**config.mk**
```make
export PLATFORM = sky130hd
export DESIGN_NAME = lic_base_reg
export DESIGN_NICKNAME = d
export VERILOG_FILES = /design/src/rtl/lic_pkg.sv /design/src/rtl/lic_field_check.sv /design/src/rtl/lic_mode_check.sv /design/src/rtl/lic_base_store.sv /design/src/rtl/lic_base_reg.sv
export SDC_FILE = /design/constraint.sdc
export NUM_CORES = 1
export LEC_CHECK = 0
export BUFFER_PORTS_ARGS = -buffer_cell sky130_fd_sc_hd__buf_2
export CORE_MARGIN = 4
export CORE_UTILIZATION = 45
export DETAILED_ROUTE_END_ITERATION = 6
export PLACE_DENSITY_LB_ADDON = 0.08
export SETUP_SLACK_MARGIN = 0.02
export SLEW_MARGIN = 20
export SYNTH_ARGS = -nofsm -noshare
export SYNTH_HDL_FRONTEND = slang
export SYNTH_SLANG_ARGS = --single-unit
```
**constraint.sdc**
```tcl
create_clock -name clk -period 2.9 [get_ports clk]
set_input_delay 0.145 -clock clk [delete_from_list [all_inputs] [get_ports clk]]
set_output_delay 0.145 -clock clk [all_outputs]
set_load 0.01 [all_outputs]
```
**src/rtl/lic_pkg.sv**
```systemverilog
package lic_pkg;

  // Field positions inside the register word; the mode decode depends on them.
  localparam int BOOT_POS = 8;
  localparam int MODE_LSB = 10;
  localparam int ENA_POS  = 11;
  localparam int BASE_LSB = 12;

  typedef enum logic [1:0] {
    MODE_OFF    = 2'b00,
    MODE_BAD    = 2'b01,
    MODE_LEGACY = 2'b10,
    MODE_EXT    = 2'b11
  } lic_mode_e;

  typedef struct packed {
    logic rsvd;
    logic wide;
    logic trans;
  } lic_viol_t;

endpackage

```
**src/rtl/lic_field_check.sv**
```systemverilog
module lic_field_check
  import lic_pkg::*;
#(
  parameter int DATA_W   = 64,
  parameter int PA_W     = 36,
  parameter bit EXT_MODE = 1'b1
) (
  input  logic [DATA_W-1:0]      word_i,
  output logic [PA_W-1:BASE_LSB] base_o,
  output lic_mode_e              mode_o,
  output logic                   boot_o,
  output logic                   rsvd_o,
  output logic                   wide_o
);

  // Bits 7:0 and 9 are always reserved; bit 10 joins them without extended mode.
  localparam logic [BASE_LSB-1:0] RSVD_MASK = EXT_MODE ? 12'h2FF : 12'h6FF;

  assign base_o = word_i[PA_W-1:BASE_LSB];
  assign mode_o = lic_mode_e'(word_i[ENA_POS:MODE_LSB]);
  assign boot_o = word_i[BOOT_POS];
  assign rsvd_o = |(word_i[BASE_LSB-1:0] & RSVD_MASK);

  generate
    if (PA_W < DATA_W) begin : g_wide
      assign wide_o = |word_i[DATA_W-1:PA_W];
    end else begin : g_full
      assign wide_o = 1'b0;
    end
  endgenerate

endmodule

```
**src/rtl/lic_mode_check.sv**
```systemverilog
module lic_mode_check
  import lic_pkg::*;
(
  input  lic_mode_e cur_i,
  input  lic_mode_e new_i,
  output logic      bad_o
);

  always_comb begin
    bad_o = 1'b0;
    if (new_i != cur_i) begin
      if (new_i == MODE_BAD) begin
        bad_o = 1'b1;
      end else if ((cur_i == MODE_EXT) && (new_i != MODE_OFF)) begin
        bad_o = 1'b1;
      end
    end
  end

endmodule

```
**src/rtl/lic_base_store.sv**
```systemverilog
module lic_base_store
  import lic_pkg::*;
#(
  parameter int          DATA_W     = 64,
  parameter int          PA_W       = 36,
  parameter logic [63:0] RESET_BASE = 64'h0000_0000_FEE0_0000
) (
  input  logic                   clk,
  input  logic                   rst,
  input  logic                   boot_i,
  input  logic                   wr_en_i,
  input  logic [PA_W-1:BASE_LSB] base_i,
  input  lic_mode_e              mode_i,
  input  logic                   boot_wr_i,
  input  lic_viol_t              viol_i,
  input  logic                   rd_en_i,
  output lic_mode_e              cur_mode_o,
  output logic [DATA_W-1:0]      rd_data_o,
  output logic [PA_W-1:0]        base_addr_o,
  output logic                   fault_o,
  output logic                   reloc_o
);

  logic [PA_W-1:BASE_LSB] base_q;
  lic_mode_e              mode_q;
  logic                   boot_q;
  logic [DATA_W-1:0]      cur_word;
  logic                   accept;
  logic                   commit;

  // Bits above PA_W and reserved bits are never stored: a committed word has them clear.
  always_comb begin
    cur_word                      = '0;
    cur_word[PA_W-1:BASE_LSB]     = base_q;
    cur_word[ENA_POS:MODE_LSB]    = mode_q;
    cur_word[BOOT_POS]            = boot_q;
  end

  assign accept = wr_en_i & mode_q[1];
  assign commit = accept & ~(|viol_i);

  always_ff @(posedge clk) begin
    if (rst) begin
      base_q    <= RESET_BASE[PA_W-1:BASE_LSB];
      mode_q    <= MODE_LEGACY;
      boot_q    <= boot_i;
      fault_o   <= 1'b0;
      reloc_o   <= 1'b0;
      rd_data_o <= '0;
    end else begin
      fault_o <= accept & (|viol_i);
      reloc_o <= commit;
      if (commit) begin
        base_q <= base_i;
        mode_q <= mode_i;
        boot_q <= boot_wr_i;
      end
      if (rd_en_i) begin
        rd_data_o <= cur_word;
      end
    end
  end

  assign cur_mode_o  = mode_q;
  assign base_addr_o = {base_q, {BASE_LSB{1'b0}}};

endmodule

```
**src/rtl/lic_base_reg.sv**
```systemverilog
module lic_base_reg
  import lic_pkg::*;
#(
  parameter int          DATA_W     = 64,
  parameter int          PA_W       = 36,
  parameter bit          EXT_MODE   = 1'b1,
  parameter logic [63:0] RESET_BASE = 64'h0000_0000_FEE0_0000
) (
  input  logic              clk,
  input  logic              rst,
  input  logic              boot_i,
  input  logic              wr_en_i,
  input  logic [DATA_W-1:0] wr_data_i,
  input  logic              rd_en_i,
  output logic [DATA_W-1:0] rd_data_o,
  output logic [PA_W-1:0]   base_addr_o,
  output logic [1:0]        mode_o,
  output logic              fault_o,
  output logic              reloc_o
);

  logic [PA_W-1:BASE_LSB] wr_base;
  lic_mode_e              wr_mode;
  lic_mode_e              cur_mode;
  logic                   wr_boot;
  lic_viol_t              viol;

  lic_field_check #(
    .DATA_W  (DATA_W),
    .PA_W    (PA_W),
    .EXT_MODE(EXT_MODE)
  ) u_field (
    .word_i(wr_data_i),
    .base_o(wr_base),
    .mode_o(wr_mode),
    .boot_o(wr_boot),
    .rsvd_o(viol.rsvd),
    .wide_o(viol.wide)
  );

  lic_mode_check u_mode (
    .cur_i(cur_mode),
    .new_i(wr_mode),
    .bad_o(viol.trans)
  );

  lic_base_store #(
    .DATA_W    (DATA_W),
    .PA_W      (PA_W),
    .RESET_BASE(RESET_BASE)
  ) u_store (
    .clk        (clk),
    .rst        (rst),
    .boot_i     (boot_i),
    .wr_en_i    (wr_en_i),
    .base_i     (wr_base),
    .mode_i     (wr_mode),
    .boot_wr_i  (wr_boot),
    .viol_i     (viol),
    .rd_en_i    (rd_en_i),
    .cur_mode_o (cur_mode),
    .rd_data_o  (rd_data_o),
    .base_addr_o(base_addr_o),
    .fault_o    (fault_o),
    .reloc_o    (reloc_o)
  );

  assign mode_o = cur_mode;

endmodule

```
==> qor.csv, run 1 <==
stage,metric,value,unit
run_status,status,"complete, no violations",
cells_and_area,area_delta_synth_final,20.2,%
place,io_buffers,123,
floorplan,io_pins,173,
clock_network,cts_made_buffers,5,
grt,first_global_vias,1983,
pwr,switching_power,0.352,mW
grt,grtUsageMet2,27.2,%
clock_network,cts_setup_buffers,0,
floorplan,rows,27,
pwr,total_power,1.40,mW
floorplan,dieHeight,85.5,um
job,cap_violations,0,
sta,layout_min_cycle_time,1.67,ns
clock_network,numClockSinks,56,
grt,grt_util_met3,5.57,%
synth,yosys.cell_types.count,23,
grt,antenna_found_initial,0,
place,place.gp.congestion,0.721,
critical_path,crit_chain,"nand3b_1, nand4_1, nor4_4, buf_4, or2_2",
detailed_routing,wl,6.04,mm
critical_path,critPathKind,flip-flop to flip-flop,
clock_network,clk_pin_slew,0.10,ns
critical_path,critPathMaxStageDelay,0.38,ns
critical_path,crit_arrival,1.70,ns
synth,syn_area,2710,sq um
detailed_routing,drc,0,
grt,grt_max_degree,47,
min_path,hold_depth,3,
synth,synthCells,278,
detailed_routing,drt_first_pass_iters,4,
critical_path,end_kind,flip-flop,
pwr,clkPwrFrac,31.8,%
critical_path,cp-startpoint,u_store.cur_mode_o[0]$_SDFFE_PP0P_,
min_path,hold_start,wr_data_i[22],
critical_path,cp_slowest_cell,dfxtp_1,
floorplan,start_util,47.7,%
clock_network,ctsHoldBuffers,0,
critical_path,reg2reg_from,u_store.cur_mode_o[0]$_SDFFE_PP0P_,
min_path,min_path_type,primary input to flip-flop,
floorplan,coreArea,5680,sq um
sta,finalCritPeriodShare,57.6,%
critical_path,crit_fanout,13,
clock_network,max-clock-path-buffers,2,
floorplan,die_w,85.5,um
pwr,pwr-share-seq,56.3,%
place,dp_hpwl,4.64,mm
clock_network,cts_tree,yes,
critical_path,r2r_slack,1.23,ns
detailed_routing,routed_via_density,4.46,
pwr,max-vdd-ir-drop,0.208,mV
sta,skew,0.00878,ns
pwr,p_per_area,432,nW/um^2
floorplan,die-area,7320,sq um
sta,final_max_slew_viol_count,0,
critical_path,r2r_cells,5,
sta,tightest_slew,0.862,ns
pwr,p_int,1.05,mW
cells_and_area,layout.nets,464,
sta,max-slew-margin-rel,42.5,%
synth,ys_warn_count,0,
min_path,hold_path_end,u_store.base_q[22]$_SDFFE_PP1P_,
clock_network,htreeDepth,2,
detailed_routing,vias,2087,
grt,use_met1,17.6,%
synth,syn_avg_cell_area,9.73,sq um
clock_network,worstSkewPairLatency,0.31,ns
clock_network,cts-root-buf,clkbuf_8,
critical_path,cp.required,2.93,ns
critical_path,crit-reg2reg-capture,u_store.boot_q$_DFFE_PP_,
grt,grt-busiest-layer,met2,
clock_network,post_cts_resized,0,
synth,ys_ff_latch,56,
pwr,p_leak,1.59,nW
cells_and_area,layout-drive-gt1-share,36.1,%
pwr,combPwrFrac,11.9,%
sta,final-setup-viol-count,0,
grt,grt_overflow,0,
grt,grt_first_pass_wirelength,9.32,mm
detailed_routing,wl_per_cell,12.9,um
critical_path,startpoint_type,flip-flop,
synth,yosysSeqAreaShare,41.8,%
detailed_routing,first_iter_violations,55,
detailed_routing,antenna_left,0,
sta,setup_tns,0,ns
grt,grt_usage,15.6,%
sta,clock.fmax,599,MHz
cells_and_area,num_antenna_cells,0,
sta,hold_viol,0,
sta,rsz0062_at_grt,false,
pwr,p_sw_share,25.1,%
cell usage in the layout (no fill, tap or decap):
| cell type | synthesis | final |
|---|---|---|
| buf_4 | 49 | 3 |
| clkinv_2 | 0 | 1 |
| edfxtp_1 | 1 | 1 |
| buf_2 | 3 | 123 |
| o211ai_2 | 1 | 1 |
| a311oi_1 | 1 | 1 |
| nor4b_1 | 1 | 1 |
| dfxtp_1 | 55 | 55 |
| nand2_1 | 3 | 3 |
| nor4_2 | 6 | 5 |
| mux2i_1 | 52 | 52 |
| nor4_4 | 0 | 1 |
| or2_2 | 1 | 1 |
| conb_1 | 1 | 49 |
| nand4_1 | 3 | 3 |
| mux2_2 | 1 | 1 |
| nor2_1 | 49 | 49 |
| o41ai_1 | 1 | 1 |
| nor3_1 | 2 | 2 |
| nor4_1 | 3 | 3 |
| nand2b_1 | 32 | 32 |
| clkbuf_8 | 0 | 6 |
| inv_6 | 0 | 1 |
| nand3b_1 | 1 | 1 |
critical path: cells and delay by family (launching register included):
kind / cells / cell delay [ns]
simple gates: 4 / 0.73
flops: 1 / 0.38
buf+inv: 1 / 0.29
registers in the layout, indices dropped and copies added, names as in the netlist:
signal              flops
u_store.cur_mode_o      2
u_store.base_q         24
u_store.reloc_o         1
u_store.boot_q          1
u_store.rd_data_o      27
u_store.fault_o         1
power groups by stage:
| stage | Combinational [mW] | Sequential [mW] | Clock (mW) |
|---|---|---|---|
| after detailed placement | 0.166 | 0.809 | 0 |
| after CTS | 0.167 | 0.791 | 0.468 |
| after global routing | 0.185 | 0.793 | 0.496 |
| final | 0.167 | 0.791 | 0.446 |
| after global placement | 0.166 | 0.809 | 0 |
| after floorplan | 0.139 | 0.815 | 0 |
Yosys cell counts:
| cell | n | share of area [%] |
|---|---|---|
| o41ai_1 | 1 | 0.32 |
| nor4_1 | 3 | 0.69 |
| conb_1 | 1 | 0.14 |
| nor4_2 | 6 | 2.8 |
| nand2_1 | 3 | 0.42 |
| edfxtp_1 | 1 | 1.1 |
| nand4_1 | 3 | 0.69 |
| nand3b_1 | 1 | 0.28 |
| nand2b_1 | 32 | 7.4 |
| clkbuf_1 | 9 | 1.2 |
| buf_6 | 1 | 0.42 |
| mux2_2 | 1 | 0.42 |
| buf_2 | 3 | 0.55 |
| a311oi_1 | 1 | 0.32 |
| o211ai_2 | 1 | 0.46 |
| dfxtp_1 | 55 | 41 |
| nor2_1 | 49 | 6.8 |
| nor3_1 | 2 | 0.37 |
| mux2i_1 | 52 | 19 |
| nor4b_1 | 1 | 0.32 |
| or2_2 | 1 | 0.23 |
| buf_4 | 49 | 14 |
| buf_12 | 2 | 1.5 |
cell families after synthesis:
family / count (synthesis) / synth area share, %
compound gates: 3 / 1.11
mux: 53 / 19.7
simple gates: 101 / 20.0
other cells: 1 / 0.139
buf+inv: 64 / 17.3
flops: 56 / 41.8
how the worst max path moves through the flow:
stage / depth (start not counted) / slack, ns / endpoint
floorplan: 5 / 1.44 / u_store.boot_q$_DFFE_PP_
global placement: 6 / 1.06 / u_store.boot_q$_DFFE_PP_
detailed placement: 6 / 0.99 / u_store.boot_q$_DFFE_PP_
CTS: 5 / 1.20 / u_store.boot_q$_DFFE_PP_
global route: 5 / 1.12 / u_store.boot_q$_DFFE_PP_
finish: 5 / 1.23 / u_store.boot_q$_DFFE_PP_
layout make-up:
| class | instances | area (sq um) |
|---|---|---|
| Clock buffer | 6 | 82.6 |
| Clock inverter | 2 | 13.8 |
| Fill cell | 538 | 2420 |
| Multi-Input combinational cell | 206 | 1290 |
| Sequential cell | 56 | 1130 |
| Tap cell | 72 | 90.1 |
| Timing Repair Buffer | 126 | 638 |
routing by layer:
| layer | vias up | part of all wire (%) |
|---|---|---|
| met5 | - | 0 |
| met4 | 0 | 1.3 |
| met3 | 7 | 11 |
| met2 | 103 | 49 |
| met1 | 923 | 39 |
| li1 | 1054 | - |
per-stage QoR:
stage | instances | setup WS (ns) | instance area (sq um) | hold slack (ns) | util, %
after floorplan | 326 | 1.44 | 2890 | 0.300 | -
after global placement | 460 | 1.06 | 3150 | 0.403 | 55.6
after detailed placement | 460 | 0.985 | 3150 | 0.407 | 55.6
after CTS | 468 | 1.20 | 3250 | 0.0717 | 57.3
after global routing | 468 | 1.12 | 3250 | 0.0708 | 57.3
final | 468 | 1.23 | 3250 | 0.0854 | 57.3
No activity file was read; power rests on OpenSTA's default activity.
==> run 2, diff against run 1 <==
--- a/config.mk
+++ b/config.mk
@@ -7,7 +7,7 @@
 export LEC_CHECK = 0
 export BUFFER_PORTS_ARGS = -buffer_cell sky130_fd_sc_hd__buf_2
 export CORE_MARGIN = 4
-export CORE_UTILIZATION = 45
+export CORE_UTILIZATION = 43
 export DETAILED_ROUTE_END_ITERATION = 6
 export PLACE_DENSITY_LB_ADDON = 0.08
 export SETUP_SLACK_MARGIN = 0.02
==> constraint.sdc (replaced) <==
create_clock -name clk -period 1.72 [get_ports clk]
set_input_delay 0.086 -clock clk [delete_from_list [all_inputs] [get_ports clk]]
set_output_delay 0.086 -clock clk [all_outputs]
set_load 0.01 [all_outputs]
==> qor.csv, run 2 (synthesis gave the netlist of run 1 again) <==
stage,metric,value,unit
floorplan,start_util,44.9,%
run_status,status,"complete, no violations",
clock_network,cts_tree,yes,
pwr,p_int,1.81,mW
floorplan,die-area,7620,sq um
sta,skew,0.00541,ns
critical_path,cp_slowest_cell,dfxtp_1,
cells_and_area,fin_cells,471,
detailed_routing,antenna_left,0,
place,place.gp.congestion,0.704,
grt,first_global_vias,1941,
cells_and_area,largest_register_ff_count,27,
critical_path,crit_arrival,1.75,ns
detailed_routing,wl,5.96,mm
grt,antenna_found_initial,0,
floorplan,coreArea,6030,sq um
clock_network,worstSkewPairLatency,0.30,ns
floorplan,dieHeight,87.3,um
pwr,max-vdd-ir-drop,0.385,mV
floorplan,die_w,87.3,um
detailed_routing,drc,0,
detailed_routing,wl_per_cell,12.7,um
sta,final-setup-viol-count,0,
pwr,pwr-share-seq,55.9,%
cells_and_area,num_antenna_cells,0,
critical_path,startpoint_type,flip-flop,
sta,hold_viol,0,
critical_path,end_kind,flip-flop,
grt,grt_max_degree,60,
detailed_routing,routed_via_density,4.47,
critical_path,critPathKind,flip-flop to flip-flop,
clock_network,cts_made_buffers,5,
clock_network,post_cts_resized,0,
detailed_routing,drt_first_pass_iters,3,
cells_and_area,layout-drive-gt1-share,36.1,%
job,cap_violations,0,
cells_and_area,layout_common_cells,"123 x buf_2, 55 x dfxtp_1, 52 x mux2i_1",
detailed_routing,first_iter_violations,27,
critical_path,cp.required,1.95,ns
sta,layout_min_cycle_time,1.52,ns
sta,finalCritPeriodShare,88.4,%
place,dp_hpwl,4.65,mm
clock_network,max-clock-path-buffers,2,
clock_network,cts-root-buf,clkbuf_8,
pwr,p_per_area,722,nW/um^2
clock_network,numClockSinks,56,
clock_network,cts_setup_buffers,0,
place,dp.cells,465,
cells_and_area,regMostFlops,u_store.rd_data_o,
cells_and_area,area_delta_synth_final,22.2,%
critical_path,crit_chain,"nand3b_1, nand4_1, nor4_4, buf_4, mux2i_1",
clock_network,htreeDepth,2,
cells_and_area,layout.nets,466,
pwr,p_sw_share,24.1,%
pwr,switching_power,0.574,mW
min_path,hold_start,wr_data_i[18],
min_path,min_path_type,primary input to flip-flop,
pwr,p_leak,1.61,nW
critical_path,critPathMaxStageDelay,0.37,ns
cells_and_area,n_fill_cell,609,
sta,rsz0062_at_grt,false,
pwr,clkPwrFrac,31.9,%
sta,setup_tns,0,ns
pwr,combPwrFrac,12.2,%
clock_network,ctsHoldBuffers,0,
cells_and_area,multi_input_area,1290,sq um
grt,grt_first_pass_wirelength,9.03,mm
grt,grt_overflow,0,
detailed_routing,vias,2106,
clock_network,clk_pin_slew,0.09,ns
floorplan,rows,28,
grt,grt_usage,14.8,%
sta,clock.fmax,658,MHz
critical_path,cp-startpoint,u_store.cur_mode_o[0]$_SDFFE_PP0P_,
critical_path,crit_fanout,15,
cells_and_area,register_area,1130,sq um
sta,final_max_slew_viol_count,0,
critical_path,reg2reg_from,u_store.cur_mode_o[0]$_SDFFE_PP0P_,
floorplan,io_pins,173,
cells_and_area,layout_commonest_cell,buf_2,
place,io_buffers,123,
[run 2: area by class of cell]
class | instances | share of cell area [%]
multi-input combinational | 206 | 39.2
sequential | 56 | 34.2
timing repair buffer | 128 | 20.9
clock buffer | 6 | 2.84
tap | 75 | 2.84
[run 2: power groups by stage]
stage | combinational, mW | sequential [mW] | clock [mW]
2_1_floorplan | 0.234 | 1.37 | 0
3_3_place_gp | 0.287 | 1.36 | 0
3_5_place_dp | 0.290 | 1.36 | 0
4_1_cts | 0.291 | 1.33 | 0.787
5_1_grt | 0.321 | 1.34 | 0.831
6_report | 0.291 | 1.33 | 0.760
[run 2: path summary, 6_finish.rpt]
kind              slack, ns                              end  cells past startpoint
setup / recovery       0.20  u_store.base_q[28]$_SDFFE_PP1P_                      5
hold / removal         0.04  u_store.base_q[18]$_SDFFE_PP0P_                      3
setup reg to reg       0.20  u_store.base_q[28]$_SDFFE_PP1P_                      5
hold reg to reg        0.49  u_store.base_q[20]$_SDFFE_PP0P_                      2
[run 2: through the flow]
stage	setup WS, ns	hold slack [ns]	total power, mW	utilization (%)	area, sq um
3_3_place_gp	0.117	0.341	1.65	53.3	3210
6_report	0.200	0.0382	2.38	54.8	3300
3_5_place_dp	0.0801	0.351	1.65	53.3	3210
2_1_floorplan	0.291	0.241	1.61	-	2890
5_1_grt	0.0372	0.0290	2.49	54.8	3300
4_1_cts	0.182	0.0287	2.41	54.8	3300
[run 2: worst max-delay path, delay by kind of cell (launching register included)]
family,cells,cell delay (ns)
buf+inv,1,0.31
flops,1,0.37
simple gates,3,0.56
mux,1,0.22
[run 2: routing by layer]
metal	part of all wire [%]	global-route usage (%)
met3	9.4	4.07
met5	0	0
met2	49	24.8
met1	41	18.2
met4	0.92	4.74
